### src/rtl/msi_pkg.sv
package msi_pkg;

   typedef enum logic [1:0] {
      LN_INV = 2'd0,
      LN_SHR = 2'd1,
      LN_MOD = 2'd2
   } ln_state_t;

   typedef enum logic [2:0] {
      CMD_NONE  = 3'd0,
      CMD_RD    = 3'd1,
      CMD_RDX   = 3'd2,
      CMD_INV   = 3'd3,
      CMD_WB    = 3'd4,
      CMD_REPLY = 3'd5
   } bus_cmd_t;

   typedef enum logic [1:0] {
      OP_LOAD  = 2'd0,
      OP_STORE = 2'd1,
      OP_EVICT = 2'd2,
      OP_SPARE = 2'd3
   } cpu_op_t;

   typedef enum logic [1:0] {
      SRC_KEEP  = 2'd0,
      SRC_FILL  = 2'd1,
      SRC_WDATA = 2'd2
   } dsrc_t;

endpackage

### src/rtl/msi_local_plan.sv
// Decides what a pending processor request needs, given the addressed line.
module msi_local_plan
   import msi_pkg::*;
(
   input  cpu_op_t   op,
   input  ln_state_t st,
   input  logic      tag_hit,
   output bus_cmd_t  cmd,
   output logic      victim,
   output ln_state_t nst,
   output dsrc_t     dsrc,
   output logic      wr
);

   ln_state_t eff;

   always_comb begin
      eff    = tag_hit ? st : LN_INV;
      cmd    = CMD_NONE;
      victim = 1'b0;
      nst    = st;
      dsrc   = SRC_KEEP;
      wr     = 1'b0;
      if (!tag_hit && st == LN_MOD && op != OP_EVICT) begin
         // dirty line of another tag must leave first
         cmd    = CMD_WB;
         victim = 1'b1;
         nst    = LN_INV;
         wr     = 1'b1;
      end else begin
         case (op)
            OP_STORE: begin
               nst  = LN_MOD;
               dsrc = SRC_WDATA;
               wr   = 1'b1;
               if (eff == LN_INV)      cmd = CMD_RDX;
               else if (eff == LN_SHR) cmd = CMD_INV;
            end
            OP_EVICT: begin
               if (eff == LN_MOD) begin
                  cmd = CMD_WB;
                  nst = LN_INV;
                  wr  = 1'b1;
               end else if (eff == LN_SHR) begin
                  nst = LN_INV;
                  wr  = 1'b1;
               end
            end
            default: begin
               if (eff == LN_INV) begin
                  cmd  = CMD_RD;
                  nst  = LN_SHR;
                  dsrc = SRC_FILL;
                  wr   = 1'b1;
               end
            end
         endcase
      end
   end

endmodule

### src/rtl/msi_snoop_plan.sv
// Reaction of one line to a transaction issued by another cache.
module msi_snoop_plan
   import msi_pkg::*;
(
   input  bus_cmd_t  scmd,
   input  ln_state_t st,
   input  logic      tag_hit,
   output logic      upd,
   output ln_state_t nst,
   output logic      reply
);

   always_comb begin
      nst   = st;
      reply = 1'b0;
      if (tag_hit && st != LN_INV) begin
         case (scmd)
            CMD_RD: begin
               if (st == LN_MOD) begin
                  nst   = LN_SHR;
                  reply = 1'b1;
               end
            end
            CMD_RDX: begin
               nst   = LN_INV;
               reply = (st == LN_MOD);
            end
            CMD_INV: nst = LN_INV;
            default: nst = st;
         endcase
      end
      upd = (nst != st);
   end

endmodule

### src/rtl/msi_line_array.sv
// Direct-mapped tag/state/data storage with a local and a snoop read port.
module msi_line_array
   import msi_pkg::*;
#(
   parameter int LINES  = 4,
   parameter int TAG_W  = 6,
   parameter int DATA_W = 16,
   localparam int IDX_W = $clog2(LINES)
) (
   input  logic              clk,
   input  logic              rst_n,
   input  logic [IDX_W-1:0]  loc_idx,
   input  logic [IDX_W-1:0]  sn_idx,
   input  logic              wr_en,
   input  ln_state_t         wr_st,
   input  logic [TAG_W-1:0]  wr_tag,
   input  logic [DATA_W-1:0] wr_data,
   input  logic              sn_en,
   input  ln_state_t         sn_st,
   output ln_state_t         loc_st,
   output logic [TAG_W-1:0]  loc_tag,
   output logic [DATA_W-1:0] loc_data,
   output ln_state_t         sn_rd_st,
   output logic [TAG_W-1:0]  sn_rd_tag,
   output logic [DATA_W-1:0] sn_rd_data
);

   ln_state_t         st_w   [LINES];
   logic [TAG_W-1:0]  tag_w  [LINES];
   logic [DATA_W-1:0] data_w [LINES];

   for (genvar g = 0; g < LINES; g++) begin : g_line
      ln_state_t         st_q;
      logic [TAG_W-1:0]  tag_q;
      logic [DATA_W-1:0] data_q;

      always_ff @(posedge clk or negedge rst_n) begin
         if (!rst_n) begin
            st_q   <= LN_INV;
            tag_q  <= '0;
            data_q <= '0;
         end else if (sn_en && sn_idx == IDX_W'(g)) begin
            st_q <= sn_st;
         end else if (wr_en && loc_idx == IDX_W'(g)) begin
            st_q   <= wr_st;
            tag_q  <= wr_tag;
            data_q <= wr_data;
         end
      end

      assign st_w[g]   = st_q;
      assign tag_w[g]  = tag_q;
      assign data_w[g] = data_q;
   end

   assign loc_st     = st_w[loc_idx];
   assign loc_tag    = tag_w[loc_idx];
   assign loc_data   = data_w[loc_idx];
   assign sn_rd_st   = st_w[sn_idx];
   assign sn_rd_tag  = tag_w[sn_idx];
   assign sn_rd_data = data_w[sn_idx];

endmodule

### src/rtl/msi_snoop_ctrl.sv
module msi_snoop_ctrl
   import msi_pkg::*;
#(
   parameter int LINES  = 4,
   parameter int ADDR_W = 8,
   parameter int DATA_W = 16
) (
   input  logic              clk,
   input  logic              rst_n,
   input  logic              cpu_valid,
   output logic              cpu_ready,
   input  logic [1:0]        cpu_op,
   input  logic [ADDR_W-1:0] cpu_addr,
   input  logic [DATA_W-1:0] cpu_wdata,
   output logic              cpu_done,
   output logic [DATA_W-1:0] cpu_rdata,
   output logic              bus_req,
   output logic [2:0]        bus_cmd,
   output logic [ADDR_W-1:0] bus_addr,
   output logic [DATA_W-1:0] bus_wdata,
   input  logic              bus_gnt,
   input  logic [DATA_W-1:0] bus_fill,
   input  logic              snp_valid,
   input  logic [2:0]        snp_cmd,
   input  logic [ADDR_W-1:0] snp_addr,
   output logic              rply_valid,
   output logic [ADDR_W-1:0] rply_addr,
   output logic [DATA_W-1:0] rply_data
);

   localparam int IDX_W = $clog2(LINES);
   localparam int TAG_W = ADDR_W - IDX_W;

   if (LINES < 2 || (LINES & (LINES - 1)) != 0) begin : g_bad_lines
      $error("LINES must be a power of two of at least 2");
   end
   if (ADDR_W <= IDX_W) begin : g_bad_addr
      $error("ADDR_W must exceed the index width");
   end
   if (DATA_W < 1) begin : g_bad_data
      $error("DATA_W must be positive");
   end

   typedef enum logic {PH_IDLE, PH_PEND} phase_t;

   phase_t            ph_q;
   logic [1:0]        pend_op_q;
   logic [ADDR_W-1:0] pend_addr_q;
   logic [DATA_W-1:0] pend_wd_q;

   logic [IDX_W-1:0]  loc_idx, sn_idx;
   logic [TAG_W-1:0]  pend_tag, sn_tag;
   ln_state_t         loc_st, sn_rd_st;
   logic [TAG_W-1:0]  loc_tag, sn_rd_tag;
   logic [DATA_W-1:0] loc_data, sn_rd_data;

   bus_cmd_t  ev_cmd;
   logic      ev_victim, ev_wr;
   ln_state_t ev_nst;
   dsrc_t     ev_dsrc;

   logic      sp_upd, sp_reply;
   ln_state_t sp_nst;

   logic              loc_fire, loc_done;
   logic [DATA_W-1:0] new_data;

   assign loc_idx  = pend_addr_q[IDX_W-1:0];
   assign pend_tag = pend_addr_q[ADDR_W-1:IDX_W];
   assign sn_idx   = snp_addr[IDX_W-1:0];
   assign sn_tag   = snp_addr[ADDR_W-1:IDX_W];

   msi_local_plan u_local (
      .op      (cpu_op_t'(pend_op_q)),
      .st      (loc_st),
      .tag_hit (loc_tag == pend_tag),
      .cmd     (ev_cmd),
      .victim  (ev_victim),
      .nst     (ev_nst),
      .dsrc    (ev_dsrc),
      .wr      (ev_wr)
   );

   msi_snoop_plan u_snoop (
      .scmd    (bus_cmd_t'(snp_cmd)),
      .st      (sn_rd_st),
      .tag_hit (sn_rd_tag == sn_tag),
      .upd     (sp_upd),
      .nst     (sp_nst),
      .reply   (sp_reply)
   );

   // a snoop cycle freezes the local request and masks any grant
   assign loc_fire = (ph_q == PH_PEND) && !snp_valid
                     && (ev_cmd == CMD_NONE || bus_gnt);
   assign loc_done = loc_fire && !ev_victim;

   always_comb begin
      case (ev_dsrc)
         SRC_FILL:  new_data = bus_fill;
         SRC_WDATA: new_data = pend_wd_q;
         default:   new_data = loc_data;
      endcase
   end

   msi_line_array #(
      .LINES  (LINES),
      .TAG_W  (TAG_W),
      .DATA_W (DATA_W)
   ) u_lines (
      .clk        (clk),
      .rst_n      (rst_n),
      .loc_idx    (loc_idx),
      .sn_idx     (sn_idx),
      .wr_en      (loc_fire && ev_wr),
      .wr_st      (ev_nst),
      .wr_tag     (pend_tag),
      .wr_data    (new_data),
      .sn_en      (snp_valid && sp_upd),
      .sn_st      (sp_nst),
      .loc_st     (loc_st),
      .loc_tag    (loc_tag),
      .loc_data   (loc_data),
      .sn_rd_st   (sn_rd_st),
      .sn_rd_tag  (sn_rd_tag),
      .sn_rd_data (sn_rd_data)
   );

   always_ff @(posedge clk or negedge rst_n) begin
      if (!rst_n) begin
         ph_q        <= PH_IDLE;
         pend_op_q   <= '0;
         pend_addr_q <= '0;
         pend_wd_q   <= '0;
         cpu_done    <= 1'b0;
         cpu_rdata   <= '0;
      end else begin
         cpu_done <= loc_done;
         if (loc_done) begin
            cpu_rdata <= new_data;
         end
         if (ph_q == PH_IDLE) begin
            if (cpu_valid) begin
               ph_q        <= PH_PEND;
               pend_op_q   <= cpu_op;
               pend_addr_q <= cpu_addr;
               pend_wd_q   <= cpu_wdata;
            end
         end else if (loc_done) begin
            ph_q <= PH_IDLE;
         end
      end
   end

   always_ff @(posedge clk or negedge rst_n) begin
      if (!rst_n) begin
         rply_valid <= 1'b0;
         rply_addr  <= '0;
         rply_data  <= '0;
      end else begin
         rply_valid <= snp_valid && sp_reply;
         if (snp_valid && sp_reply) begin
            rply_addr <= snp_addr;
            rply_data <= sn_rd_data;
         end
      end
   end

   assign cpu_ready = (ph_q == PH_IDLE);
   assign bus_req   = (ph_q == PH_PEND) && (ev_cmd != CMD_NONE);
   assign bus_cmd   = ev_cmd;
   assign bus_addr  = ev_victim ? {loc_tag, loc_idx} : pend_addr_q;
   assign bus_wdata = (ev_cmd == CMD_WB) ? loc_data : pend_wd_q;

endmodule

### config.mk
export PLATFORM = sky130hd
export DESIGN_NAME = msi_snoop_ctrl
export DESIGN_NICKNAME = d
export VERILOG_FILES = /design/src/rtl/msi_pkg.sv /design/src/rtl/msi_local_plan.sv /design/src/rtl/msi_snoop_plan.sv /design/src/rtl/msi_line_array.sv /design/src/rtl/msi_snoop_ctrl.sv
export SDC_FILE = /design/constraint.sdc
export NUM_CORES = 1
export LEC_CHECK = 0
export CAP_MARGIN = 20
export CORE_MARGIN = 4
export CORE_UTILIZATION = 40
export DETAILED_ROUTE_END_ITERATION = 10
export DONT_BUFFER_PORTS = 1
export GPL_TIMING_DRIVEN = 0
export SLEW_MARGIN = 20
export SYNTH_ARGS = -nofsm -noshare
export SYNTH_HDL_FRONTEND = slang
export SYNTH_HIERARCHICAL = 1
export SYNTH_SLANG_ARGS = --single-unit
### constraint.sdc
create_clock -name clk -period 5.4 [get_ports clk]
set_input_delay 0.54 -clock clk [delete_from_list [all_inputs] [get_ports clk]]
set_output_delay 0.54 -clock clk [all_outputs]
set_load 0.1 [all_outputs]
==> results.sh <==
export IMPL_cp_top_family="multiplexers"
export IMPL_synthCells=591
export IMPL_synth_edf_count=0
export IMPL_relSlewSlack_pct=29.7
export IMPL_synth_top_family_by_area="multiplexers"
export IMPL_grt_pass1_wl_um=34600
export IMPL_reg2reg_depth=16
export IMPL_ioPinCount=129
export IMPL_fin_crit_sh_pct=95.1
export IMPL_firstDrtPassIters=6
export IMPL_die_area_mm2=0.0241
export IMPL_hold_violations=0
export IMPL_synthFlopType="dfrtp_1"
export IMPL_async_flop_share_pct=100
export IMPL_hold_path_class="in2async"
export IMPL_rsz0062_at_grt="no"
export IMPL_core_area_mm2=0.0212
export IMPL_core_rowCount=53
export IMPL_fin_skew_ps=14.9
export IMPL_drc_errors=0
export IMPL_seq_area_mm2=0.00413
export IMPL_die_w_um=155
export IMPL_drt_total_wl_um=22300
export IMPL_crit_slowest_cell="a21oi_4"
export IMPL_reg2reg_slack_ps=410
export IMPL_cp_end_kind="primary output"
export IMPL_setup_viol=0
export IMPL_regToRegEndpoint="u_lines/g_line[3].tag_q[4]$_DFFE_PN0P_"
export IMPL_antenna_found_initial=0
export IMPL_viasPerCell=5.78
export IMPL_gp_congestion=0.785
export IMPL_die_height_um=155
export IMPL_wl_per_cell_um=24.7
export IMPL_first_global_vias=5656
export IMPL_syn_area_mm2=0.00867
export IMPL_final_nets=678
export IMPL_fin_util_pct=45.8
export IMPL_required_ps=4860
export IMPL_clock_sinks=165
export IMPL_drt_iter0_markers=343
export IMPL_clk_pin_slew_worst_paths_ps=70
export IMPL_muxShareOfSynthArea_pct=37.5
export IMPL_cts_inserted_buffers=17
export IMPL_syn_area_per_cell_um2=14.7
export IMPL_slowest_delay_ps=670
export IMPL_synth_xor_area_share_pct=1.41
export IMPL_r2r_start="pend_addr_q[0]$_DFFE_PN0P_"
export IMPL_grt_overflow=0
export IMPL_tightest_slew_ps=1050
export IMPL_routed_via_count=5222
export IMPL_ys_warn_count=6
export IMPL_max_cap_violations=0
export IMPL_start_kind="register"
export IMPL_drv_slew=0
export IMPL_seq_area_frac_synth_pct=47.6
export IMPL_synthAdderAreaFrac_pct=0.722
export IMPL_grt_max_degree=166
export IMPL_cp_depth=11
export IMPL_clockBufferDepth=2
export IMPL_cp_max_fo=10
export IMPL_synth_simple_area_share_pct=4.78
export IMPL_path_cells="buf_6 -> buf_4 -> mux4_2 -> xnor2_1 -> nand4_1 -> nor3_4 -> nand3_1 -> a21oi_4 -> nor3b_4 -> buf_4 -> mux2_2"
export IMPL_final_cell_mix="dfrtp_1, mux2_2, mux4_2, mux2_4, nand2_1"
export IMPL_status="finished clean"
export IMPL_crit_top_cell="buf_4"
export IMPL_clock_latency_ps=430
export IMPL_period_needed_ps=5140
export IMPL_tritoncts="yes"
export IMPL_synth_compound_area_share_pct=4.10
export IMPL_dp_hpwl_um=15600
export IMPL_path_class="reg2out"
export IMPL_cts_htree_levels=4
export IMPL_mostFrequentLayoutCell="dfrtp_1"
export IMPL_max_freq_ghz=0.195
export IMPL_area_growth_pct=11.8
export IMPL_drive_gt1_share_pct=48.9
export IMPL_io_buffers=0
export IMPL_synth_seq_cells=165
export IMPL_fillers=1877
export IMPL_insertedDiodeCount=0
export IMPL_multi_input_area_mm2=0.00425
export IMPL_synth_distinct_cells=47
export IMPL_postRouteAntennaNets=0
export IMPL_arrival_ps=4600
export IMPL_path_buf_inv=3
export IMPL_cts_root_buf="clkbuf_16"
export IMPL_grt_use_total_pct=19.0
export IMPL_syn_nets=654
export IMPL_start_util_pct=41.0
layout make-up:
cell class                 instances  area share (%)
multi-input combinational        378            43.9
sequential                       165            42.6
clock buffer                      17            4.39
tap                              275            3.55
buffer                            40            3.15
clock inverter                    15            1.50
timing repair buffer               5           0.594
inverter                           8           0.310
routing by layer:
| metal | GRT usage (%) | wire (um) | up-vias |
|---|---|---|---|
| li1 | - | - | 2252 |
| met1 | 24.3 | 9290 | 2782 |
| met2 | 31.1 | 11000 | 150 |
| met3 | 5.15 | 1420 | 38 |
| met4 | 6.88 | 582 | 0 |
| met5 | 0 | 0 | - |
metrics by stage:
stage	TNS [ps]	setup slack, ps	cell area (um^2)	std cells	hold WS [ps]
after floorplan	0	224	8670	591	244
after global placement	-38130	-801	9020	866	250
after detailed placement	-42590	-642	9040	866	250
after CTS	0	97.0	9670	901	190
after global routing	0	24.9	9690	903	184
final	0	264	9690	903	109
worst max path at each step:
stage	from	end	slack, ps
2_1_floorplan	pend_addr_q[0]$_DFFE_PN0P_	bus_req	220
3_3_place_gp	pend_addr_q[1]$_DFFE_PN0P_	bus_wdata[6]	-800
3_5_place_dp	pend_addr_q[1]$_DFFE_PN0P_	bus_wdata[14]	-640
4_1_cts	pend_addr_q[0]$_DFFE_PN0P_	bus_wdata[3]	100
5_1_grt	pend_addr_q[0]$_DFFE_PN0P_	bus_wdata[3]	20
6_report	pend_addr_q[0]$_DFFE_PN0P_	bus_wdata[3]	260
cells by family after synthesis:
family          count (synthesis)
compound gates                 56
xor+xnor                       14
fa+ha+maj                       5
buf+inv                        48
flops                         165
mux                           232
simple gates                   71
sequential cells by signal, indices dropped and copies added, names as in the netlist:
signal                 count
rply_addr                  8
cpu_done                   1
u_lines/g_line.data_q     64
rply_valid                 1
rply_data                 16
cpu_rdata                 16
pend_addr_q                8
u_lines/g_line.tag_q      24
ph_q                       1
pend_op_q                  2
pend_wd_q                 16
u_lines/g_line.st_q        8
Yosys cell counts (3+ instances only):
master	number	share of area, %
a21oi_1	11	0.64
buf_6	8	1.0
nand3b_1	4	0.35
xor2_1	5	0.51
nand2_1	20	0.87
mux4_2	47	12
nor2b_4	3	0.48
mux2_2	145	19
nor2_1	17	0.74
dfrtp_1	165	48
ha_1	5	0.72
buf_12	3	0.69
nand4_1	3	0.22
nor3_1	4	0.23
a22oi_1	16	1.4
buf_4	7	0.61
mux2_4	28	4.9
buf_2	13	0.75
o21ai_1	10	0.58
mux2_1	3	0.39
xnor2_1	9	0.91
o21ai_0	8	0.46
nor2b_1	4	0.29
inv_1	8	0.35
clkbuf_1	9	0.39
mux2i_1	8	0.92
nand3_1	3	0.17
what timing repair did:
action | CTS | global route
pin swaps | 1 | 0
setup endpoints to repair | 105 | 56
setup buffers | 2 | 2
hold buffers | 1 | 0
cloned | 0 | 0
endpoints found under the hold margin | 165 | 0
resized for setup | 6 | 1
Power is not shown: default switching activity piles up to over one toggle a cycle in this logic, so the estimate is an artifact.
